**config.mk**
```make
export PLATFORM = sky130hd
export DESIGN_NAME = dual_lane_serializer
export DESIGN_NICKNAME = d
export VERILOG_FILES = /design/src/rtl/dls_pkg.sv /design/src/rtl/dls_step_gen.sv /design/src/rtl/dls_hold.sv /design/src/rtl/dls_shift.sv /design/src/rtl/dual_lane_serializer.sv
export SDC_FILE = /design/constraint.sdc
export NUM_CORES = 1
export LEC_CHECK = 0
export BUFFER_PORTS_ARGS = -buffer_cell sky130_fd_sc_hd__buf_2
export CAP_MARGIN = 5
export CORE_AREA = 4 4 55 76
export CTS_BUF_LIST = sky130_fd_sc_hd__clkbuf_8
export DETAILED_ROUTE_END_ITERATION = 8
export DIE_AREA = 0 0 59 80
export PLACE_DENSITY = 0.69
export SLEW_MARGIN = 20
export SYNTH_ARGS = -nofsm -noshare
export SYNTH_HDL_FRONTEND = slang
export SYNTH_SLANG_ARGS = --single-unit
```
**constraint.sdc**
```tcl
create_clock -name clk -period 2.56 [get_ports clk]
set_clock_uncertainty 0.2 [all_clocks]
set_input_delay 0.128 -clock clk [delete_from_list [all_inputs] [get_ports clk]]
set_output_delay 0.128 -clock clk [all_outputs]
set_load 0.1 [all_outputs]
```
**src/rtl/dls_pkg.sv**
```systemverilog
package dls_pkg;

    typedef enum logic {
        ST_IDLE = 1'b0,
        ST_SEND = 1'b1
    } dls_state_e;

endpackage

```
**src/rtl/dls_step_gen.sv**
```systemverilog
module dls_step_gen (
    input  logic mode_dbl,
    input  logic rise_en,
    input  logic fall_en,
    output logic step
);

    // One slot per rising edge, or one per edge of either kind.
    always_comb begin
        if (mode_dbl)
            step = rise_en | fall_en;
        else
            step = rise_en;
    end

endmodule

```
**src/rtl/dls_hold.sv**
```systemverilog
module dls_hold #(
    parameter int WORD_W = 16
) (
    input  logic              clk,
    input  logic              rst_n,
    input  logic              load,
    input  logic [WORD_W-1:0] din,
    input  logic              take,
    output logic              pend_valid,
    output logic [WORD_W-1:0] pend_word
);

    // A fresh strobe wins over a take in the same cycle: the newer word stays held.
    always_ff @(posedge clk or negedge rst_n) begin
        if (!rst_n) begin
            pend_valid <= 1'b0;
            pend_word  <= '0;
        end else if (load) begin
            pend_valid <= 1'b1;
            pend_word  <= din;
        end else if (take) begin
            pend_valid <= 1'b0;
        end
    end

endmodule

```
**src/rtl/dls_shift.sv**
```systemverilog
module dls_shift #(
    parameter int WORD_W = 16,
    parameter int LANES  = 2
) (
    input  logic              clk,
    input  logic              rst_n,
    input  logic              load,
    input  logic              shift,
    input  logic [WORD_W-1:0] din,
    output logic [LANES-1:0]  chunk_out
);

    logic [WORD_W-1:0] shreg_q;

    // On load, the top group goes straight to the lanes, so the remainder is stored.
    always_ff @(posedge clk or negedge rst_n) begin
        if (!rst_n)
            shreg_q <= '0;
        else if (load)
            shreg_q <= din << LANES;
        else if (shift)
            shreg_q <= shreg_q << LANES;
    end

    for (genvar l = 0; l < LANES; l++) begin : g_lane_tap
        assign chunk_out[l] = shreg_q[WORD_W-LANES+l];
    end

endmodule

```
**src/rtl/dual_lane_serializer.sv**
```systemverilog
module dual_lane_serializer #(
    parameter int WORD_W = 16,
    parameter int LANES  = 2
) (
    input  logic              clk,
    input  logic              rst_n,
    input  logic              mode_dbl,
    input  logic              rise_en,
    input  logic              fall_en,
    input  logic              load,
    input  logic [WORD_W-1:0] word_in,
    output logic [LANES-1:0]  lane_out,
    output logic              word_start
);

    import dls_pkg::*;

    localparam int SLOTS = WORD_W / LANES;
    localparam int CNT_W = (SLOTS > 1) ? $clog2(SLOTS) : 1;
    localparam logic [CNT_W-1:0] LAST_SLOT = CNT_W'(SLOTS - 1);

    dls_state_e       state_q, state_d;
    logic [CNT_W-1:0] slot_q;
    logic             step;
    logic             pend_valid;
    logic [WORD_W-1:0] pend_word;
    logic [LANES-1:0] chunk_next;
    logic [LANES-1:0] lane_q;
    logic             start_q;
    logic             at_boundary;
    logic             take;
    logic             advance;

    dls_step_gen u_step (
        .mode_dbl (mode_dbl),
        .rise_en  (rise_en),
        .fall_en  (fall_en),
        .step     (step)
    );

    dls_hold #(.WORD_W(WORD_W)) u_hold (
        .clk        (clk),
        .rst_n      (rst_n),
        .load       (load),
        .din        (word_in),
        .take       (take),
        .pend_valid (pend_valid),
        .pend_word  (pend_word)
    );

    dls_shift #(.WORD_W(WORD_W), .LANES(LANES)) u_shift (
        .clk       (clk),
        .rst_n     (rst_n),
        .load      (take),
        .shift     (advance),
        .din       (pend_word),
        .chunk_out (chunk_next)
    );

    assign at_boundary = (state_q == ST_IDLE) || (slot_q == LAST_SLOT);
    assign take        = step && at_boundary && pend_valid;
    assign advance     = step && (state_q == ST_SEND) && (slot_q != LAST_SLOT);

    // Next-state decode (T_START, T_NEXT, T_CHAIN, T_DRAIN)
    always_comb begin
        state_d = state_q;
        unique case (state_q)
            ST_IDLE: begin
                if (take)
                    state_d = ST_SEND;                   // T_START
            end
            ST_SEND: begin
                if (step && slot_q == LAST_SLOT)
                    state_d = take ? ST_SEND : ST_IDLE;  // T_CHAIN / T_DRAIN
            end
            default: state_d = ST_IDLE;
        endcase
    end

    // State register and slot counter
    always_ff @(posedge clk or negedge rst_n) begin
        if (!rst_n) begin
            state_q <= ST_IDLE;
            slot_q  <= '0;
        end else begin
            state_q <= state_d;
            if (take)
                slot_q <= '0;
            else if (advance)
                slot_q <= slot_q + 1'b1;                 // T_NEXT
        end
    end

    // Registered outputs
    always_ff @(posedge clk or negedge rst_n) begin
        if (!rst_n) begin
            lane_q  <= '0;
            start_q <= 1'b0;
        end else if (step) begin
            if (take) begin
                lane_q  <= pend_word[WORD_W-1 -: LANES];
                start_q <= 1'b1;
            end else if (advance) begin
                lane_q  <= chunk_next;
                start_q <= 1'b0;
            end else begin
                lane_q  <= '0;
                start_q <= 1'b0;
            end
        end
    end

    assign lane_out   = lane_q;
    assign word_start = start_q;

endmodule

```
==> results.py, run 1 <==
metrics = {
    "sta": {
        "postLayoutSetupSlackWorst_ns": 0.569,
        "worst_slew_pin_slew_ns": 0.832,
        "period_share_pct": 77.8,
        "clock.fmax_mhz": 502,
        "hold_viol": 0,
        "rsz0062_at_grt": "false",
        "relSlewSlack_pct": 44.5,
        "slew_viol_final": 0,
        "setup_viol": 0,
        "period_needed_ns": 1.99,
        "setup_tns_ns": 0,
    },
    "floorplanning": {
        "fp-row-count": 25,
        "start_util_pct": 49.3,
        "die_y_um": 80,
        "core_mm2": 0.00344,
        "dieArea_mm2": 0.00472,
        "die_w_um": 59,
        "num_io_pins": 25,
    },
    "finish": {
        "diodes": 0,
        "multi_input_area_um2": 672,
        "seq_area_um2": 951,
        "syn2layout_area_growth_pct": 22.3,
        "final_nets": 192,
        "layout-drive-gt1-share_pct": 27.2,
        "nFillCells": 293,
    },
    "worst_setup_path": {
        "cp.required_ns": 2.53,
        "rr_startpoint": "slot_q[0]$_DFFE_PN0P_",
        "worstSetupEndpoint": "slot_q[0]$_DFFE_PN0P_",
        "cpMostUsedCell": "ha_1",
        "setup.worst_path.start": "slot_q[0]$_DFFE_PN0P_",
        "cp_max_fo": 17,
        "rr_endpoint": "slot_q[0]$_DFFE_PN0P_",
        "end_kind": "flip-flop",
        "cp-start-kind": "flip-flop",
        "slowest_delay_ns": 0.40,
        "crit_family": "flip-flops",
        "reg2reg_slack_ns": 0.57,
        "slowest_stage": "dfrtp_1",
        "path_class": "reg2reg",
        "path_depth": 6,
        "arrival_ns": 1.96,
        "cp_num_buf_inv": 1,
        "r2r_cells": 6,
        "path_cells": "ha_1 -> ha_1 -> buf_4 -> nor2b_2 -> o21ai_4 -> mux2_2",
    },
    "detailed_routing": {
        "drt_iter0_drc": 31,
        "routedWlPerCell_um": 16.8,
        "wl_um": 3510,
        "ant_nets": 0,
        "vias_per_cell": 5.63,
        "vias": 1177,
        "drt-pass1-iter-count": 4,
        "drc_errors": 0,
    },
    "clocking": {
        "clkTransAtPathRegs_ns": 0.08,
        "clockRootBuffer": "clkbuf_8",
        "clock_sinks": 38,
        "hold_buffers": 17,
        "clock_latency_ns": 0.28,
        "cts-buffers-inserted": 5,
        "clk_path_buf_depth": 2,
        "cts_tree": "built",
        "cts_setup_buffers": 0,
        "cts_max_level": 2,
        "ctsResizeCount": 0,
    },
    "placement": {
        "gp_congestion": 0.733,
        "dpl.hpwl_um": 2290,
        "dp_slack_ns": 0.580,
        "port_buffers": 24,
    },
    "power_and_ir_drop": {
        "leakagePower_nw": 0.962,
        "vdd_drop_max_mv": 0.553,
        "power_density_mw_per_mm2": 884,
        "fin_total_pwr_w": 0.00184,
    },
    "grt": {
        "grt_antenna_before_repair": 0,
        "first_global_vias": 1224,
        "grt_pass1_wl_um": 5860,
        "grt_max_degree": 39,
        "grt_overflow_total": 0,
        "track_usage_pct": 16.7,
    },
    "job": {
        "max_cap_violations": 0,
    },
    "min_path": {
        "holdCritStartpoint": "rise_en",
        "hold_depth": 4,
        "hp-class": "in2reg",
    },
    "synthesis": {
        "synth.ff_latch_count": 38,
        "synth_area_mm2": 0.00170,
        "ys_types": 24,
        "syn_area_per_cell_um2": 13.3,
        "synthCells": 128,
        "ys_warn_count": 0,
        "yosysSeqAreaShare_pct": 56.0,
        "syn_nets": 152,
    },
    "run_status": {
        "outcome": "completed",
    },
}
==> registers in the layout, indices dropped and copies added, names as in the netlist <==
signal / count
slot_q: 3
state_q: 1
u_hold.pend_valid: 1
u_shift.shreg_q: 14
u_hold.pend_word: 16
word_start: 1
lane_out: 2
==> metal layers <==
layer	global-route usage [%]	up-vias	part of all wire [%]
met1	20.2	585	41
met4	6.12	0	1.4
met5	0	-	0
met2	28.5	26	54
li1	-	561	-
met3	3.56	5	3.5
==> Yosys cell counts <==
cell type / n / area share, %
a21oi_1: 1 / 0.29
mux2_4: 1 / 0.88
nand2_1: 3 / 0.66
a31oi_1: 14 / 5.2
nor2_1: 3 / 0.66
mux2_1: 9 / 6.0
o21ai_1: 1 / 0.29
mux2_2: 8 / 5.3
o2bb2ai_1: 12 / 6.2
clkbuf_1: 1 / 0.22
a22o_1: 3 / 1.5
nor2b_2: 1 / 0.52
and2_4: 1 / 0.52
a32o_1: 2 / 1.2
buf_2: 6 / 1.8
buf_6: 3 / 2.0
ha_1: 2 / 1.5
a21o_1: 1 / 0.44
dfrtp_1: 38 / 56
and3b_1: 12 / 6.2
buf_4: 1 / 0.44
o21ai_4: 1 / 0.96
nand3_1: 2 / 0.59
nand2b_1: 2 / 0.74
==> how the worst min path moves through the flow <==
stage                                       to  slack [ns]
2_1_floorplan          lane_out[0]$_DFFE_PN0N_       -0.37
3_3_place_gp   u_shift.shreg_q[11]$_DFFE_PN0P_        0.06
3_5_place_dp   u_hold.pend_word[9]$_DFFE_PN0P_        0.08
4_1_cts         u_shift.shreg_q[4]$_DFFE_PN0P_        0.09
5_1_grt         u_shift.shreg_q[5]$_DFFE_PN0P_        0.10
6_report        u_shift.shreg_q[5]$_DFFE_PN0P_        0.10
==> worst register-to-register path: cells and delay by family, from the launching register on <==
family                   cells  cell delay [ns]
AO/OA/AOI/OAI                1             0.17
adder cells (fa/ha/maj)      2             0.38
AND/OR/NAND/NOR              1             0.22
flip-flops                   1             0.40
multiplexers                 1             0.33
buffers and inverters        1             0.17
==> placed cells by master (no fill, tap or decap) <==
master	count
nor2_1	3
inv_1	1
and2_4	1
o21ai_1	1
nand2b_1	2
buf_4	3
a31oi_1	14
nand3_1	2
mux2_4	1
clkinv_2	1
mux2_1	9
a32o_1	2
nand2_1	3
clkbuf_8	6
a21o_1	1
ha_1	2
mux2_2	8
dfrtp_1	38
o2bb2ai_1	12
buf_2	24
a21oi_1	1
nor2b_2	1
a22o_1	3
dlygate4sd3_1	17
o21ai_4	1
and3b_1	12
==> cell type report <==
class	instances	area share (%)
Timing Repair Buffer	44	15.1
Clock buffer	6	3.98
Multi-Input combinational cell	79	32.3
Clock inverter	2	0.422
Sequential cell	38	45.8
Tap cell	40	2.41
==> logic make-up (layout without fill, tap and decap cells) <==
kind of cell / Yosys count / count (layout) / share of synthesized area, %
flops: 38 / 38 / 56.0
compound gates: 35 / 35 / 16.1
simple gates: 24 / 24 / 9.87
mux: 18 / 18 / 12.2
buf+inv: 11 / 52 / 4.42
fa+ha+maj: 2 / 2 / 1.47
==> report_power, final <==
group          internal, W  total [W]  switching (W)
clock network     0.000213   0.000415       0.000202
registers         0.000750   0.000855       0.000105
logic             0.000246   0.000565       0.000319
==> stage by stage <==
| step | std cells | hold WS, ns | cell area, um2 | utilization [%] |
|---|---|---|---|---|
| 2_1_floorplan | 128 | -0.368 | 1700 | - |
| 3_3_place_gp | 184 | 0.0551 | 1820 | 52.8 |
| 3_5_place_dp | 184 | 0.0777 | 1820 | 52.8 |
| 4_1_cts | 209 | 0.0946 | 2080 | 60.4 |
| 5_1_grt | 209 | 0.103 | 2080 | 60.4 |
| 6_report | 209 | 0.104 | 2080 | 60.4 |
Note: power is estimated with default switching activity, not from simulation.
==> inputs of run 2 (changes only) <==
Settings changed: ABC_AREA from default to 1, PLACE_DENSITY 0.69 to 0.72.
Clock period 2.56 ns to 1.75 ns, I/O delays scaled along.
==> run 2 against run 1 <==
Worst hold slack improved by 0.075 ns. Flip-flop and latch count unchanged. First-iteration DRC count increased by 32%. Register-to-register slack got worse by 0.49 ns. Die area unchanged. Wire length increased by 1.6%. Largest cell class unchanged. Critical path type unchanged.
==> results.py, run 2 <==
metrics = {
    "run_status": {
        "outcome": "completed",
    },
    "grt": {
        "grt_overflow_total": 0,
        "first_global_vias": 1350,
        "grt_pass1_wl_um": 6100,
        "track_usage_pct": 17.2,
        "grt_use_met1_pct": 22.6,
        "met3_usage_pct": 3.88,
        "grt_antenna_before_repair": 0,
        "grt_max_degree": 39,
        "grt_util_met2_pct": 26.9,
        "grt-busiest-layer": "met2",
    },
    "finish": {
        "final_nets": 267,
        "syn2layout_area_growth_pct": 30.5,
        "biggestRegsByFlops": "u_hold.pend_word x16, u_shift.shreg_q x14, slot_q x3",
        "largest-register": "u_hold.pend_word",
        "largest_register_ffs": 16,
        "utilization_pct": 64.4,
        "layout-drive-gt1-share_pct": 21.1,
        "mostFrequentLayoutCell": "nand2_1",
        "nFillCells": 297,
        "diodes": 0,
        "layout_common_cells": "nand2_1 (88), dfrtp_1 (38), dlygate4sd3_1 (25)",
    },
    "clocking": {
        "cts_max_level": 2,
        "clockRootBuffer": "clkbuf_8",
        "clock_latency_ns": 0.28,
        "clock_sinks": 38,
        "clkTransAtPathRegs_ns": 0.07,
        "cts-buffers-inserted": 5,
        "cts_tree": "built",
        "clk_path_buf_depth": 2,
    },
    "detailed_routing": {
        "vias": 1417,
        "drt_iter0_drc": 41,
        "wl_um": 3560,
        "drt-pass1-iter-count": 4,
        "drc_errors": 0,
        "routedWlPerCell_um": 12.6,
        "ant_nets": 0,
        "vias_per_cell": 5.02,
    },
    "power_and_ir_drop": {
        "p_seq_share_pct": 44.3,
        "pwr-share-clk_pct": 19.2,
        "leakagePower_nw": 1.14,
        "pwr-share-comb_pct": 36.5,
        "power_density_mw_per_mm2": 1350,
        "switching_share_pct": 39.4,
        "internal_power_w": 0.00181,
        "vdd_drop_max_mv": 0.946,
        "p_sw_w": 0.00118,
    },
    "floorplanning": {
        "start_util_pct": 49.4,
        "die_y_um": 80,
        "die_w_um": 59,
        "core_mm2": 0.00344,
        "fp-row-count": 25,
        "dieArea_mm2": 0.00472,
        "num_io_pins": 25,
    },
    "synthesis": {
        "yosysTopAreaCell": "dfrtp_1",
        "synth_ff_type": "dfrtp_1",
        "syn_area_per_cell_um2": 8.94,
        "synthCells": 190,
        "synth_most_common_cell": "nand2_1",
        "ys_types": 20,
        "synth-edff-count": 0,
        "yosysSeqAreaShare_pct": 56.0,
        "synth.top_cell.area_share_pct": 56.0,
        "synth-async-reset-ratio_pct": 100,
        "ys_warn_count": 0,
        "synthTopCellsByArea": "dfrtp_1 (56%), nand2_1 (19%), nand4_1 (5.2%)",
        "syn_nets": 214,
        "yosys-top-cells-count": "nand2_1 (88), dfrtp_1 (38), nand4_1 (14), nand3_1 (11)",
        "synth_area_mm2": 0.00170,
        "synth.ff_latch_count": 38,
    },
    "sta": {
        "period_share_pct": 95.4,
        "clock.fmax_mhz": 599,
        "period_needed_ns": 1.67,
        "setup_viol": 0,
        "postLayoutSetupSlackWorst_ns": 0.0804,
        "worst_slew_pin_slew_ns": 0.490,
        "hold_viol": 0,
        "slew_viol_final": 0,
        "relSlewSlack_pct": 67.2,
    },
    "placement": {
        "dpl.hpwl_um": 2260,
        "port_buffers": 24,
        "gp_congestion": 0.784,
        "dp_slack_ns": 0.0265,
    },
    "min_path": {
        "hp-class": "in2async",
    },
    "worst_setup_path": {
        "cp-start-kind": "flip-flop",
        "end_kind": "flip-flop",
        "slowest_stage": "dfrtp_1",
        "path_class": "reg2reg",
        "cp_max_fo": 14,
        "path_cells": "ha_1 -> ha_2 -> nor2_4 -> buf_12 -> nand2_4 -> inv_6 -> nand2_1 -> nand3_1",
        "cp.required_ns": 1.76,
        "slowest_delay_ns": 0.40,
        "arrival_ns": 1.68,
    },
    "job": {
        "max_cap_violations": 0,
    },
}
run 2: cell types whose count changed after synthesis, moves of 4 or more:
cell,delta
nand2_1,+85
inv_1,+7
o21ai_0,+7
nand3_2,+4
and3b_1,-12
o2bb2ai_1,-12
a31oi_1,-14
mux2_2,-8
nand3_1,+9
mux2_1,-9
nand4_1,+14
run 2: worst max-delay path: cells and delay by family, from the launching register on:
family / cells / cell delay [ns]
adders and majority gates: 2 / 0.41
buffers and inverters: 2 / 0.27
DFF: 1 / 0.40
and+or+nand+nor: 4 / 0.32
run 2: cell families (layout without fill, tap and decap cells):
| kind of cell | count (synthesis) | in the layout | share of synthesized area, % |
|---|---|---|---|
| AND/OR/NAND/NOR | 122 | 123 | 32.6 |
| adder cells (fa/ha/maj) | 2 | 2 | 1.47 |
| flip-flops | 38 | 38 | 56.0 |
| buffers and inverters | 19 | 68 | 6.63 |
| AO/OA/AOI/OAI | 9 | 11 | 3.31 |
run 2: worst paths after layout:
| check | startpoint | to | slack [ns] | cells after the start |
|---|---|---|---|---|
| min in group clk | word_start$_DFFE_PN0N_ | word_start$_DFFE_PN0N_ | 0.28 | 2 |
| setup reg to reg | slot_q[0]$_DFFE_PN0P_ | u_shift.shreg_q[15]$_DFFE_PN0P_ | 0.08 | 8 |
| max in group asynchronous | rst_n | u_shift.shreg_q[2]$_DFFE_PN0P_ | 0.84 | 3 |
| hold reg to reg | word_start$_DFFE_PN0N_ | word_start$_DFFE_PN0N_ | 0.28 | 2 |
| setup / recovery | slot_q[0]$_DFFE_PN0P_ | u_shift.shreg_q[15]$_DFFE_PN0P_ | 0.08 | 8 |
| hold / removal | rst_n | u_hold.pend_word[10]$_DFFE_PN0P_ | 0.18 | 3 |
run 2: cell type report:
class | instances | area [um2] | share of cell area (%)
clock buffer | 6 | 82.6 | 3.72
inverter | 9 | 38.8 | 1.75
multi-input combinational | 136 | 682 | 30.8
sequential | 38 | 951 | 42.9
tap | 40 | 50.0 | 2.26
timing repair buffer | 53 | 413 | 18.6
run 2: what timing repair did:
action / 4_1_cts / 5_1_grt
endpoints found under the hold margin: 57 / 0
buffers inserted: 0 / 1
hold buffers: 25 / 0
resized for setup: 0 / 6
endpoints found under the setup margin: 0 / 19
run 2: per-stage QoR:
step	total power [W]	setup TNS, ns	hold WS (ns)	cell area (um2)	cells
final	0.00299	0	0.179	2220	282
after global routing	0.00320	-0.0137	0.225	2220	282
after CTS	0.00287	0	0.183	2150	278
after detailed placement	0.00225	0	-0.0404	1820	247
after global placement	0.00223	0	-0.0406	1820	247
after floorplan	0.00209	0	-0.408	1700	190
run 2: layer usage:
metal  part of all wire (%)  up-vias  routed length [um]
li1                       -      721                   -
met1                     42      658                1500
met2                     53       33                1870
met3                    4.1        5                 145
met4                    1.2        0                  44
met5                      0        -                   0
run 2: power by group through the flow:
stage / Sequential, W / Clock, W / Combinational (W)
2_1_floorplan: 0.00151 / 0 / 0.000581
3_3_place_gp: 0.00131 / 0 / 0.000918
3_5_place_dp: 0.00131 / 0 / 0.000934
4_1_cts: 0.00130 / 0.000590 / 0.000977
5_1_grt: 0.00135 / 0.000636 / 0.00121
6_report: 0.00132 / 0.000573 / 0.00109
